$ cat config.mk
export PLATFORM = sky130hd
export DESIGN_NAME = sar_seq_top
export DESIGN_NICKNAME = d
export VERILOG_FILES = /design/src/rtl/sar_pkg.sv /design/src/rtl/sar_step_div.sv /design/src/rtl/sar_start_ctl.sv /design/src/rtl/sar_search.sv /design/src/rtl/sar_seq_top.sv
export SDC_FILE = /design/constraint.sdc
export NUM_CORES = 1
export LEC_CHECK = 0
export BUFFER_PORTS_ARGS = -buffer_cell sky130_fd_sc_hd__buf_2
export CAP_MARGIN = 5
export CELL_PAD_IN_SITES_DETAIL_PLACEMENT = 1
export CELL_PAD_IN_SITES_GLOBAL_PLACEMENT = 2
export CORE_UTILIZATION = 25
export CTS_CLUSTER_SIZE = 28
export DETAILED_ROUTE_END_ITERATION = 7
export GPL_ROUTABILITY_DRIVEN = 0
export PLACE_DENSITY_LB_ADDON = 0.1
export SETUP_SLACK_MARGIN = 0.15
export SYNTH_ARGS = -nofsm -noshare
export SYNTH_HDL_FRONTEND = slang
export SYNTH_HIERARCHICAL = 1
export SYNTH_SLANG_ARGS = --single-unit
$ cat constraint.sdc
create_clock -name clk -period 2.2 [get_ports clk]
set_input_delay 0.11 -clock clk [delete_from_list [all_inputs] [get_ports clk]]
set_output_delay 0.11 -clock clk [all_outputs]
set_load 0.05 [all_outputs]
$ cat src/rtl/sar_pkg.sv
package sar_pkg;
  parameter int unsigned DEF_WIDTH     = 8;
  parameter int unsigned DEF_STEP_CLKS = 8;

  function automatic int unsigned phase_bits(input int unsigned n);
    return (n <= 1) ? 1 : $clog2(n);
  endfunction
endpackage

$ cat src/rtl/sar_step_div.sv
module sar_step_div #(
  parameter int unsigned STEP_CLKS = sar_pkg::DEF_STEP_CLKS
) (
  input  logic clk,
  input  logic rst_n,
  output logic tick
);
  localparam int unsigned PH_W = sar_pkg::phase_bits(STEP_CLKS);
  localparam logic [PH_W-1:0] PH_LAST = PH_W'(STEP_CLKS - 1);

  generate
    if (STEP_CLKS <= 1) begin : g_every
      assign tick = 1'b1;
    end else begin : g_count
      logic [PH_W-1:0] phase;
      always_ff @(posedge clk) begin
        if (!rst_n)               phase <= '0;
        else if (phase == PH_LAST) phase <= '0;
        else                      phase <= phase + 1'b1;
      end
      assign tick = (phase == PH_LAST);
    end
  endgenerate
endmodule

$ cat src/rtl/sar_start_ctl.sv
module sar_start_ctl (
  input  logic clk,
  input  logic rst_n,
  input  logic hold,
  input  logic tick,
  output logic go
);
  logic armed;

  always_ff @(posedge clk) begin
    if (!rst_n)    armed <= 1'b0;
    else if (hold) armed <= 1'b1;
    else if (tick) armed <= 1'b0;
  end

  assign go = armed & tick & ~hold;
endmodule

$ cat src/rtl/sar_search.sv
module sar_search #(
  parameter int unsigned WIDTH = sar_pkg::DEF_WIDTH
) (
  input  logic             clk,
  input  logic             rst_n,
  input  logic             hold,
  input  logic             tick,
  input  logic             go,
  input  logic             cmp_ge,
  output logic [WIDTH-1:0] trial,
  output logic [WIDTH-1:0] acc,
  output logic             last
);
  localparam logic [WIDTH-1:0] TOP_ONE = {1'b1, {(WIDTH-1){1'b0}}};

  logic [WIDTH-1:0] walk;
  logic [WIDTH-1:0] keep;

  genvar b;
  generate
    for (b = 0; b < WIDTH; b++) begin : g_keep
      assign keep[b] = walk[b] & cmp_ge;
    end
  endgenerate

  always_ff @(posedge clk) begin
    if (!rst_n || hold) begin
      walk <= '0;
      acc  <= '0;
    end else if (go) begin
      walk <= TOP_ONE;
      acc  <= '0;
    end else if (tick && (walk != '0)) begin
      acc  <= acc | keep;
      walk <= walk >> 1;
    end
  end

  assign trial = acc | walk;
  assign last  = tick & walk[0] & ~hold;
endmodule

$ cat src/rtl/sar_seq_top.sv
module sar_seq_top #(
  parameter int unsigned WIDTH     = sar_pkg::DEF_WIDTH,
  parameter int unsigned STEP_CLKS = sar_pkg::DEF_STEP_CLKS
) (
  input  logic             clk,
  input  logic             rst_n,
  input  logic             cs_n,
  input  logic             wr_n,
  input  logic             rd_n,
  input  logic             cmp_ge,
  output logic [WIDTH-1:0] dac_code,
  output logic             int_n,
  output logic [WIDTH-1:0] dout,
  output logic             dout_oe
);
  logic             hold, rd_sel, step_tick, go, last;
  logic             done_q, irq_ff;
  logic [WIDTH-1:0] acc, result_q;

  assign hold   = ~cs_n & ~wr_n;
  assign rd_sel = ~cs_n & ~rd_n;

  sar_step_div #(.STEP_CLKS(STEP_CLKS)) u_div (
    .clk(clk), .rst_n(rst_n), .tick(step_tick)
  );

  sar_start_ctl u_start (
    .clk(clk), .rst_n(rst_n), .hold(hold), .tick(step_tick), .go(go)
  );

  sar_search #(.WIDTH(WIDTH)) u_search (
    .clk(clk), .rst_n(rst_n), .hold(hold), .tick(step_tick), .go(go),
    .cmp_ge(cmp_ge), .trial(dac_code), .acc(acc), .last(last)
  );

  always_ff @(posedge clk) begin
    if (!rst_n) begin
      done_q   <= 1'b0;
      irq_ff   <= 1'b0;
      result_q <= '0;
    end else if (hold) begin
      done_q <= 1'b0;
      irq_ff <= 1'b0;
    end else begin
      done_q <= last;
      if (done_q) begin
        result_q <= acc;
        irq_ff   <= 1'b1;
      end else if (rd_sel) begin
        irq_ff <= 1'b0;
      end
    end
  end

  assign int_n   = ~irq_ff;
  assign dout_oe = rd_sel;
  assign dout    = rd_sel ? result_q : '0;
endmodule

Word level (Yosys, flattened, before mapping)
Cells that the tools add are included.
- add/subtract/negate cells: 1
- multipliers: 0
- divide/modulo/power cells: 0
- $lt $le $gt $ge: 0
- eq/ne operators: 1
- shift operators: 0
- muxes and demuxes: 7
- bitwise logic cells: 22
- reduce and logical (&&, ||, !) cells: 11
- operator list (kind ; number):
    $mux 8 ; 3
    $or 8x8->8 ; 2
    $and 1x1->1 ; 14
    $reduce_bool 8->1 ; 1
    $not 1->1 ; 6
    $reduce_bool 2->1 ; 3
    $reduce_or 2->1 ; 3
    $mux 1 ; 4
    $add 3x1->3 const B ; 1
    $eq 3x3->1 const B ; 1
    $reduce_and 2->1 ; 1
    $logic_and 1x1->1 ; 1
    $logic_not 1->1 ; 1
    $logic_or 1x1->1 ; 1
- register bits after elaboration: 30
- bits in latches: 0
- memory bits (writable): 0
- bits in read-only memories: 0
- bits of input ports: 6
- output and inout port bits: 18
- logic and storage cells: 50
- memories kept: 0

Logic depth before layout (Yosys ltp)
Gate-level depths: netlist (run 1).
- word-level depth: 5
- mapped depth: 7
- mapped depth without buffers: 5

Hierarchy
The synthesis (run 1) kept the hierarchy.
- modules (own cells, without submodules) (module ; instances ; cells an instance ; area each (um^2) ; sequential area each (um^2)):
    sar_search ; 1 ; 64 ; 625.6 ; 320.3
    sar_seq_top ; 1 ; 54 ; 456.7 ; 200.2
    sar_step_div ; 1 ; 8 ; 115.1 ; 60.1
    sar_start_ctl ; 1 ; 4 ; 43.8 ; 20.0

Worst setup path after synthesis (run 1)
Ideal clock, no wire load.
- kind: flip-flop to flip-flop
- start: reg u_div.g_count.phase[0]
- end: reg u_search.acc[3]
- library setup time: 64 ps
- arrival: 1634 ps
- data required time: 2136 ps
- slack: 501 ps
- stages on the path, launching flop included: 8
- buffers on the path: 2
- path through: dfxtp_1 ha_1 ha_1 and3b_2 or3b_1 buf_6 buf_6 nor2_1
- word-level cells in the longest chain between the ends: 4
- ends and longest elaborated chain (element ; line ; source):
    start: declaration ; sar_step_div.sv:15 ; logic [PH_W-1:0] phase;
    start signal: assignment ; sar_step_div.sv:19 ; else phase <= phase + 1'b1;
    $eq 3x3->1 ; sar_step_div.sv:21 ; assign tick = (phase == PH_LAST);
    named net step_tick ; sar_seq_top.sv:16 ; logic hold, rd_sel, step_tick, go, last;
    $and 1x1->1 (2 in series) ; sar_start_ctl.sv:16 ; assign go = armed & tick & ~hold;
    named net go ; sar_seq_top.sv:16 ;
    $reduce_or 2->1 (no line) ; -- ;
    end signal: assignment ; sar_search.sv:34 ; acc <= acc | keep;
    end: declaration ; sar_search.sv:11 ; output logic [WIDTH-1:0] acc,
The timed path passes the listed nets, and every way through them passes these cells.
A chain may end at the register's enable or synchronous reset.

Final worst setup path (run 1)
- start: reg u_div.g_count.phase[0]
- end: reg u_search.acc[0]
The elaborated chain is that of the path after synthesis.

==> run metrics, run 1 <==
# port buffers 23; commonest cells after routing, fill and taps aside dfxtp_1, buf_2, nand2_1; WP data arrival 2.01 ns; Final period util 0.824; area delta synth->final 18.9%; Worst-Margin Slew 0.587 ns; pwr dens 676 nW/um^2; Worst Path Max Fanout 15; worst path bufs/invs 0; Post-CTS Hold Buffers 0; worst stage delay on the critical path 0.64 ns; Hold WC Path Type primary input to flop; largest net degree at the start of global routing 24; die height 72.5 um; Worst-path clk slew 0.06 ns; skew final 0.00624 ns; Mapped Area 1240 sq um; total iterations of the first detailed-routing run 4; vias 905; WP data required 2.40 ns; Worst Hold End irq_ff; die width 72.5 um; syn_nets 138; drt wl/cell 11.6 um; Fmax 552 MHz; Power Total 0.000997 W; Gate Count Post-Synth 130; final setup vio count 0; Max VDD drop 0.000263 V; critical-path cell list ha_1, ha_1, and3b_2, or3b_1, nor2_1; Avg Vias per Cell 4.10; I/O pins 24; CTS Buffer Depth 2; class of the most critical setup path flop to flop; max-cap violation count 0; Post-CTS Setup Inserts 0; R2R Path End u_search/acc[0]; Min-Delay Path Depth 3; DP Wirelength 1.84 mm; antenna violations before repair 0; first-pass GRT wire length 4.25 mm; RSZ-0062 raised after global routing no; aggregate global-route resource usage 0.111; worst-skew pair later-pin latency 0.27 ns; Final Hold Slack 0.166 ns; Worst slew margin 0.609; Top cell by count, worst path ha_1; vias in the first global route 864; status completed; Worst R2R Start u_div/g_count.phase[0]; Worst Setup Start Kind flop; Avg Inst Size Synth 9.55 sq um; TritonCTS clock tree done; Sequential Power Share 0.553; Core Area 4750 sq um; yosys warns 6; min Tclk post-route 1.81 ns; sequential-to-total area share from yosys stat 0.484; Reg2Reg Setup Slack 0.39 ns; combinational power share 0.041; GR Overflow Total 0; CP Capture Type flop; ANT cells 0; Final Util 0.310; Sw Share 0.220; CTS root buf clkbuf_8; CTS Sinks 30; standard-cell rows 25; fillers 580; TritonCTS Buffers 5; Synth cell types 25; setup TNS 0 ns; Leak 0.682 nW; Synth Register Bits 30; Clk pwr share 0.406; cell internal pwr 0.000778 W; Initial Util 0.261; Final nets 162; die area 5250 sq um; cells resized by post-CTS repair 0; beginning of the worst hold path rd_n; violation count after the first detailed-routing iteration 35; R2R depth 5; slowest CP cell or3b_1; most common cell after layout, fill and taps aside dfxtp_1; Hold Fails Final Rpt 0; CP delay by family, top simple AND/OR/NAND/NOR gates; Final Slew Violations 0; Final ANT Viol Nets 0; DRC 0; setup ws final 0.387 ns; layout cells sized above 1 0.279; Switch Pwr 0.000219 W; Max H-tree Level 2; WL final 2.56 mm; post-place setup slack 0.396 ns
[through the flow]
stage          cells  instance area (sq um)
6_report         221                   1480
5_1_grt          221                   1480
4_1_cts          221                   1480
3_5_place_dp     214                   1400
3_3_place_gp     214                   1400
2_1_floorplan    130                   1240
[flip-flops by register name, summed over array words and instances, names as in the netlist]
name	cells
result_q	8
u_search/walk	8
u_start/armed	1
irq_ff	1
u_div/g_count.phase	3
done_q	1
u_search/acc	8
[power groups by stage]
stage               Clock [W]  Sequential [W]  Combinational (W)
floorplan                   0        0.000563          0.0000325
global placement            0        0.000564          0.0000408
detailed placement          0        0.000564          0.0000420
CTS                  0.000431        0.000552          0.0000422
global route         0.000462        0.000552          0.0000461
finish               0.000405        0.000552          0.0000407
[synth_stat cells (all sizes together)]
| cell type | instances | area [sq um] |
|---|---|---|
| or2 | 8 | 50.1 |
| or3b | 1 | 8.76 |
| buf | 7 | 48.8 |
| dfxtp | 30 | 601 |
| a31oi | 8 | 50.1 |
| ha | 2 | 25.0 |
| nand2 | 16 | 60.1 |
| mux2i | 15 | 150 |
| nor3b | 1 | 12.5 |
| and3 | 1 | 6.26 |
| o21a | 1 | 7.51 |
| and2 | 8 | 50.1 |
| o21ai | 3 | 26.3 |
| nor2 | 18 | 75.1 |
| inv | 4 | 15.0 |
| o211a | 1 | 10.0 |
| and3b | 3 | 27.5 |
| nor2b | 2 | 12.5 |
| a21oi | 1 | 5.00 |
[how the worst max path moves through the flow]
| stage | startpoint | end | cells after the start |
|---|---|---|---|
| after global placement | u_div/g_count.phase[0] | u_search/walk[2] | 5 |
| final | u_div/g_count.phase[0] | u_search/acc[0] | 5 |
| after CTS | u_div/g_count.phase[0] | u_search/acc[0] | 5 |
| after global routing | u_div/g_count.phase[0] | u_search/acc[6] | 5 |
| after floorplan | u_div/g_count.phase[0] | u_search/acc[3] | 7 |
| after detailed placement | u_div/g_count.phase[0] | u_search/acc[0] | 5 |
[routing by layer]
| metal | track usage | routed length [um] | vias up |
|---|---|---|---|
| li1 | - | - | 475 |
| met1 | 0.149 | 1330 | 409 |
| met5 | 0 | 0 | - |
| met4 | 0.0523 | 20 | 0 |
| met2 | 0.152 | 1100 | 19 |
| met3 | 0.0472 | 107 | 2 |
[worst reg2reg max path, cell delays in order (launching register included)]
cell and delay [ns]:
dfxtp_1 0.32, ha_1 0.20, ha_1 0.19, and3b_2 0.20
or3b_1 0.64, nor2_1 0.20
[logic make-up after synthesis]
family | after synthesis | share of synthesized area
AND/OR/NAND/NOR | 58 | 0.244
flip-flops | 30 | 0.484
multiplexers | 15 | 0.121
AO/OA/AOI/OAI | 14 | 0.0796
buffers and inverters | 11 | 0.0514
adder cells (fa/ha/maj) | 2 | 0.0202
[area by class of cell]
class	count	area, sq um	area share
Tap cell	67	83.8	0.0568
Clock buffer	7	76.3	0.0517
Multi-Input combinational cell	89	577	0.391
Sequential cell	30	601	0.407
Timing Repair Buffer	24	123	0.0831
Inverter	4	15.0	0.0102
No activity file was read; power rests on OpenSTA's default activity.
==> run 2: changes to the inputs <==
==> constraint.sdc (replaced) <==
create_clock -name clk -period 1.9 [get_ports clk]
set_input_delay 0.095 -clock clk [delete_from_list [all_inputs] [get_ports clk]]
set_output_delay 0.095 -clock clk [all_outputs]
set_load 0.05 [all_outputs]
==> run 2 against run 1 <==
Against the previous run: core utilization up 0.37 points; sequential share of layout area down 0.48 points; total power up 16%; critical path depth is the same; final area is 1.2% higher; register-to-register slack worse by 0.10 ns; sequential cell count unchanged; routed wire length is 3.7% higher; first-iteration DRC count down 31%; clock power grew 16%; critical endpoint is now u_search/walk[5]; largest power group unchanged.
==> run metrics, run 2 (synthesis results as in run 1) <==
status completed (unchanged); largest net degree at the start of global routing 23 (was 24); WP data required 2.11 ns (was 2.40 ns); Final Util 0.314 (was 0.310); # port buffers 23 (unchanged); Worst Path Max Fanout 15 (unchanged); Hold Fails Final Rpt 0 (unchanged); Initial Util 0.261 (unchanged); placed cell area 1410 sq um (was 1400 sq um); min Tclk post-route 1.62 ns (was 1.81 ns); CP delay by family, top simple AND/OR/NAND/NOR gates (unchanged); ANT cells 0 (unchanged); Worst Setup Start Kind flop (unchanged); fillers 581 (was 580); Seq. cell area 601 sq um (unchanged); worst path bufs/invs 0 (unchanged); Power Total 0.00116 W (was 0.000997 W); Placed Cells 216 (was 214); skew final 0.00270 ns (was 0.00624 ns); max-cap violation count 0 (unchanged); layout cells sized above 1 0.295 (was 0.279); worst-skew pair later-pin latency 0.27 ns (about the same); DRC 0 (unchanged); GR Overflow Total 0 (unchanged); worst stage delay on the critical path 0.50 ns (was 0.64 ns); standard-cell rows 25 (unchanged); drt wl/cell 11.9 um (was 11.6 um); TritonCTS clock tree done (unchanged); Final ANT Viol Nets 0 (unchanged); slowest CP cell or3b_4 (was or3b_1); area delta synth->final 20.3% (was 18.9%); class of the most critical setup path flop to flop (unchanged); Max VDD drop 0.000321 V (was 0.000263 V); commonest cells after routing, fill and taps aside dfxtp_1, buf_2, nand2_1 (unchanged); Avg Vias per Cell 4.19 (was 4.10); vias 934 (was 905); vias in the first global route 955 (was 864); Worst slew margin 0.728 (was 0.609); WP data arrival 1.83 ns (was 2.01 ns); setup TNS 0 ns (unchanged); WL final 2.65 mm (was 2.56 mm); Leak 0.692 nW (was 0.682 nW); die height 72.5 um (unchanged); Core Area 4750 sq um (unchanged); Worst-Margin Slew 0.407 ns (was 0.587 ns); Worst-path clk slew 0.06 ns (about the same); die width 72.5 um (unchanged); Fmax 618 MHz (was 552 MHz); Top cell by count, worst path ha_1 (unchanged); CTS Sinks 30 (unchanged); Final Cell Area 1490 sq um (was 1480 sq um); I/O pins 24 (unchanged); violation count after the first detailed-routing iteration 24 (was 35); DP Wirelength 1.93 mm (was 1.84 mm); aggregate global-route resource usage 0.118 (was 0.111); CTS root buf clkbuf_8 (unchanged); biggest regs result_q (8), u_search/acc (8), u_search/walk (8) (unchanged); CTS Buffer Depth 2 (unchanged); Layout Cells excl Fill 223 (was 221); final setup vio count 0 (unchanged); critical-path cell list ha_1, ha_1, and3b_2, or3b_4, nor2_1 (was ha_1, ha_1, and3b_2, or3b_1, nor2_1); first-pass GRT wire length 4.59 mm (was 4.25 mm); RSZ-0062 raised after global routing no (unchanged); antenna violations before repair 0 (unchanged); total iterations of the first detailed-routing run 2 (was 4); Final period util 0.851 (was 0.824); most common cell after layout, fill and taps aside dfxtp_1 (unchanged); Final Slew Violations 0 (unchanged); Multi-input gate area 579 sq um (was 577 sq um); Final nets 164 (was 162); TritonCTS Buffers 5 (unchanged); CP Capture Type flop (unchanged); Post-CTS Setup Inserts 0 (unchanged); Hold WC Path Type primary input to flop (unchanged); die area 5250 sq um (unchanged); Max H-tree Level 2 (unchanged); pwr dens 778 nW/um^2 (was 676 nW/um^2)
==> run 2: area by class of cell <==
cell class / count / area share
flip-flops and latches: 30 / 0.402
multi-input cells: 89 / 0.388
repair buffers: 26 / 0.0922
well taps: 67 / 0.0562
clock buffers: 7 / 0.0511
inverters: 4 / 0.0101
==> run 2: repair_timing <==
action,in CTS,in global routing
hold buffers,0,0
resized for setup,1,0
endpoints found under the setup margin,15,0
==> run 2: per-stage QoR <==
step	worst slack (ns)	hold slack (ns)
3_3_place_gp	0.135	0.427
6_report	0.283	0.149
2_1_floorplan	0.201	0.213
4_1_cts	0.259	0.141
3_5_place_dp	0.0761	0.440
5_1_grt	0.200	0.168
==> run 2: final timing paths <==
kind,startpoint,to,depth (start not counted),slack [ns]
worst max-delay path,u_div/g_count.phase[0],u_search/walk[5],5,0.28
worst min-delay path,rd_n,irq_ff,3,0.15
worst max register to register,u_div/g_count.phase[0],u_search/walk[5],5,0.28
worst min register to register,u_div/g_count.phase[0],u_div/g_count.phase[0],1,0.45
==> run 2: layer usage <==
layer	global-route usage	vias to the layer above	share of wire
met5	0	-	0
met1	0.152	428	0.51
li1	-	478	-
met2	0.168	22	0.42
met4	0.0654	0	0.023
met3	0.0472	6	0.050
==> run 2: where the power goes <==
part	internal (W)	switching, W	leakage, nW
Combinational	0.0000177	0.0000343	0.411
Sequential	0.000636	0.00000321	0.242
Clock	0.000251	0.000218	0.0383
==> run 2: worst reg2reg max path: stages (launching register included) <==
cell     delay (ns)
dfxtp_1        0.32
ha_1           0.20
ha_1           0.19
and3b_2        0.20
or3b_4         0.50
nor2_1         0.14
==> run 3: changes to the inputs <==
--- a/config.mk
+++ b/config.mk
@@ -5,6 +5,7 @@
 export SDC_FILE = /design/constraint.sdc
 export NUM_CORES = 1
 export LEC_CHECK = 0
+export ABC_AREA = 1
 export BUFFER_PORTS_ARGS = -buffer_cell sky130_fd_sc_hd__buf_2
 export CAP_MARGIN = 5
 export CELL_PAD_IN_SITES_DETAIL_PLACEMENT = 1
==> run 3 against run 2 <==
Against the previous run: non-clock buffer count decreased by 1; die area increased by 18%; sequential cell count unchanged; total power increased by 5.9%; critical path depth increased by 1; count of clock-buffer cells in the layout unchanged; setup slack improved by 0.19 ns; cell count increased by 42%; synthesized cell count increased by 68%; sequential share of layout area decreased by 5.7 points; core utilization decreased by 0.40 points; clock skew about the same; highest routed layer unchanged.
==> run metrics, run 3 <==
top_reg_cell synth dfxtp_1 (unchanged); skew final 0.00320 ns (was 0.00270 ns); drt wl/cell 10.4 um (was 11.9 um); pwr dens 707 nW/um^2 (was 778 nW/um^2); violation count after the first detailed-routing iteration 37 (was 24); vias 1298 (was 934); setup TNS 0 ns (unchanged); Placed Cells 308 (was 216); CTS Buffer Depth 2 (unchanged); Synth top cells by count inv_1, nand2_1, nor2_1, dfxtp_1, nand3_1 (was dfxtp_1, nand2_1, mux2i_1, nor2_1); post-place setup slack 0.482 ns (was 0.0761 ns); die width 78.8 um (was 72.5 um); Final ANT Viol Nets 0 (unchanged); RSZ-0062 raised after global routing no (unchanged); status completed (unchanged); Synth Register Bits 30 (unchanged); ANT cells 0 (unchanged); cells resized by post-CTS repair 0 (was 1); worst-skew pair later-pin latency 0.27 ns (about the same); post-synthesis adder-cell area fraction 0.0170 (was 0.0202); CTS root buf clkbuf_8 (unchanged); Fmax 701 MHz (was 618 MHz); area delta synth->final 17.8% (was 20.3%); Layout Cells excl Fill 316 (was 223); Final Slew Violations 0 (unchanged); max-cap violation count 0 (unchanged); Post-CTS Hold Buffers 0 (unchanged); setup ws final 0.474 ns (was 0.283 ns); Worst Path Max Fanout 19 (was 15); DP Wirelength 2.46 mm (was 1.93 mm); Sw Share 0.229 (was 0.220); CTS Sinks 30 (unchanged); class of the most critical setup path flop to flop (unchanged); Clk pwr share 0.427 (was 0.404); Worst slew margin 0.714 (was 0.728); syn_nets 226 (was 138); Worst Setup Start Kind flop (unchanged); Leak 0.735 nW (was 0.692 nW); combinational power share 0.053 (was 0.045); standard-cell rows 27 (was 25); die area 6210 sq um (was 5250 sq um); first-pass GRT wire length 5.85 mm (was 4.59 mm); Avg Inst Size Synth 6.77 sq um (was 9.55 sq um); Hold WC Path Type primary input to flop (unchanged); largest family of logic cells by synthesized area simple AND/OR/NAND/NOR gates (unchanged); final setup vio count 0 (unchanged); Mapped Area 1480 sq um (was 1240 sq um); total iterations of the first detailed-routing run 2 (unchanged); Switch Pwr 0.000282 W (was 0.000255 W); largest net degree at the start of global routing 20 (was 23); Synth cell types 20 (was 25); Core Area 5610 sq um (was 4750 sq um); FFs w/ async S/R, synth 0 (unchanged); min Tclk post-route 1.43 ns (was 1.62 ns); CP Capture Type flop (unchanged); most common cell after layout, fill and taps aside inv_1 (was dfxtp_1); Gate Count Post-Synth 218 (was 130); WP data arrival 1.63 ns (was 1.83 ns); Post-CTS Setup Inserts 0 (unchanged); WP data required 2.10 ns (was 2.11 ns); top post-synthesis cells by area dfxtp_1, inv_1, nand2_1 (was dfxtp_1, mux2i_1, nand2_1); fillers 739 (was 581); antenna violations before repair 0 (unchanged); post-synthesis compound-gate area fraction 0.0984 (was 0.0796); aggregate global-route resource usage 0.121 (was 0.118); vias in the first global route 1311 (was 955); Final nets 251 (was 164); commonest cells after routing, fill and taps aside inv_1, nand2_1, nor2_1 (was dfxtp_1, buf_2, nand2_1); Min-Delay Path Depth 3 (unchanged); biggest regs result_q (8), u_search/acc (8), u_search/walk (8) (unchanged); most common cell in the netlist inv_1 (was dfxtp_1); cell internal pwr 0.000947 W (was 0.000905 W); Initial Util 0.263 (was 0.261); layout cells sized above 1 0.176 (was 0.295); TritonCTS clock tree done (unchanged); Hold Fails Final Rpt 0 (unchanged); yosys warns 6 (unchanged); Final period util 0.751 (was 0.851); Max H-tree Level 2 (unchanged); mux cell area share after synthesis 0 (was 0.121); Worst-path clk slew 0.06 ns (about the same); Worst-Margin Slew 0.427 ns (was 0.407 ns); critical-path cell list ha_1, ha_1, buf_4, o21ai_4, nand2_1, a21oi_1 (was ha_1, ha_1, and3b_2, or3b_4, nor2_1); sequential-to-total area share from yosys stat 0.407 (was 0.484); Post-synth EDFFs 0 (unchanged); # port buffers 23 (unchanged); Simple-Gate Fraction of Synth Area 0.314 (was 0.244); Top cell by count, worst path ha_1 (unchanged); worst stage delay on the critical path 0.31 ns (was 0.50 ns); DRC 0 (unchanged); Post-Synth XOR/XNOR Area 0 (unchanged); GR Overflow Total 0 (unchanged); slowest CP cell dfxtp_1 (was or3b_4); top-area cell type share of the netlist area 0.407 (was 0.484); TritonCTS Buffers 5 (unchanged); Max VDD drop 0.000285 V (was 0.000321 V); Sequential Power Share 0.520 (was 0.551); die height 78.8 um (was 72.5 um); Avg Vias per Cell 4.11 (was 4.19); R2R depth 6 (was 5); WL final 3.28 mm (was 2.65 mm); I/O pins 24 (unchanged); area leader, netlist dfxtp_1 (unchanged)
run 3: final cells by class:
cell class / count / area (sq um) / area share
multi-input cells: 131 / 633 / 0.364
flip-flops and latches: 30 / 601 / 0.346
inverters: 50 / 193 / 0.111
repair buffers: 25 / 130 / 0.0749
well taps: 72 / 90.1 / 0.0518
clock buffers: 7 / 86.3 / 0.0497
clock inverters: 1 / 5.00 / 0.00288
run 3: critical path: cells and delay by family (launching register included):
kind            cells  cell delay (ns)
fa+ha+maj           2             0.38
compound gates      2             0.34
flops               1             0.31
buf+inv             1             0.21
simple gates        1             0.10
run 3: power by group through the flow:
| stage | registers, W | clock network [W] | logic (W) |
|---|---|---|---|
| after CTS | 0.000638 | 0.000553 | 0.0000676 |
| after floorplan | 0.000652 | 0 | 0.0000450 |
| final | 0.000638 | 0.000525 | 0.0000651 |
| after detailed placement | 0.000653 | 0 | 0.0000674 |
| after global routing | 0.000638 | 0.000584 | 0.0000745 |
| after global placement | 0.000653 | 0 | 0.0000677 |
run 3: path summary, 6_finish.rpt:
path | start | to | slack, ns
setup / recovery | u_div/g_count.phase[0] | u_search/acc[4] | 0.47
hold / removal | cmp_ge | u_search/acc[0] | 0.11
setup reg to reg | u_div/g_count.phase[0] | u_search/acc[4] | 0.47
hold reg to reg | u_div/g_count.phase[0] | u_div/g_count.phase[0] | 0.42
run 3: per-layer routing:
layer	GRT usage	vias up	wire length, um
met1	0.142	571	1600
li1	-	704	-
met3	0.0310	5	111
met4	0.0545	0	43
met2	0.206	18	1530
met5	0	-	0
run 3: stage by stage:
step | hold slack (ns) | instance area [sq um] | util | power (W)
floorplan | 0.217 | 1480 | - | 0.000697
global placement | 0.403 | 1650 | 0.294 | 0.000720
detailed placement | 0.399 | 1650 | 0.294 | 0.000720
CTS | 0.0976 | 1740 | 0.310 | 0.00126
global route | 0.128 | 1740 | 0.310 | 0.00130
finish | 0.112 | 1740 | 0.310 | 0.00123
run 3: cell families (layout without fill, tap and decap cells):
group,count (synthesis),count (layout)
AOI/OAI and AO/OA,26,26
adders and majority gates,2,2
buffers and inverters,57,83
DFF,30,30
and+or+nand+nor,103,103
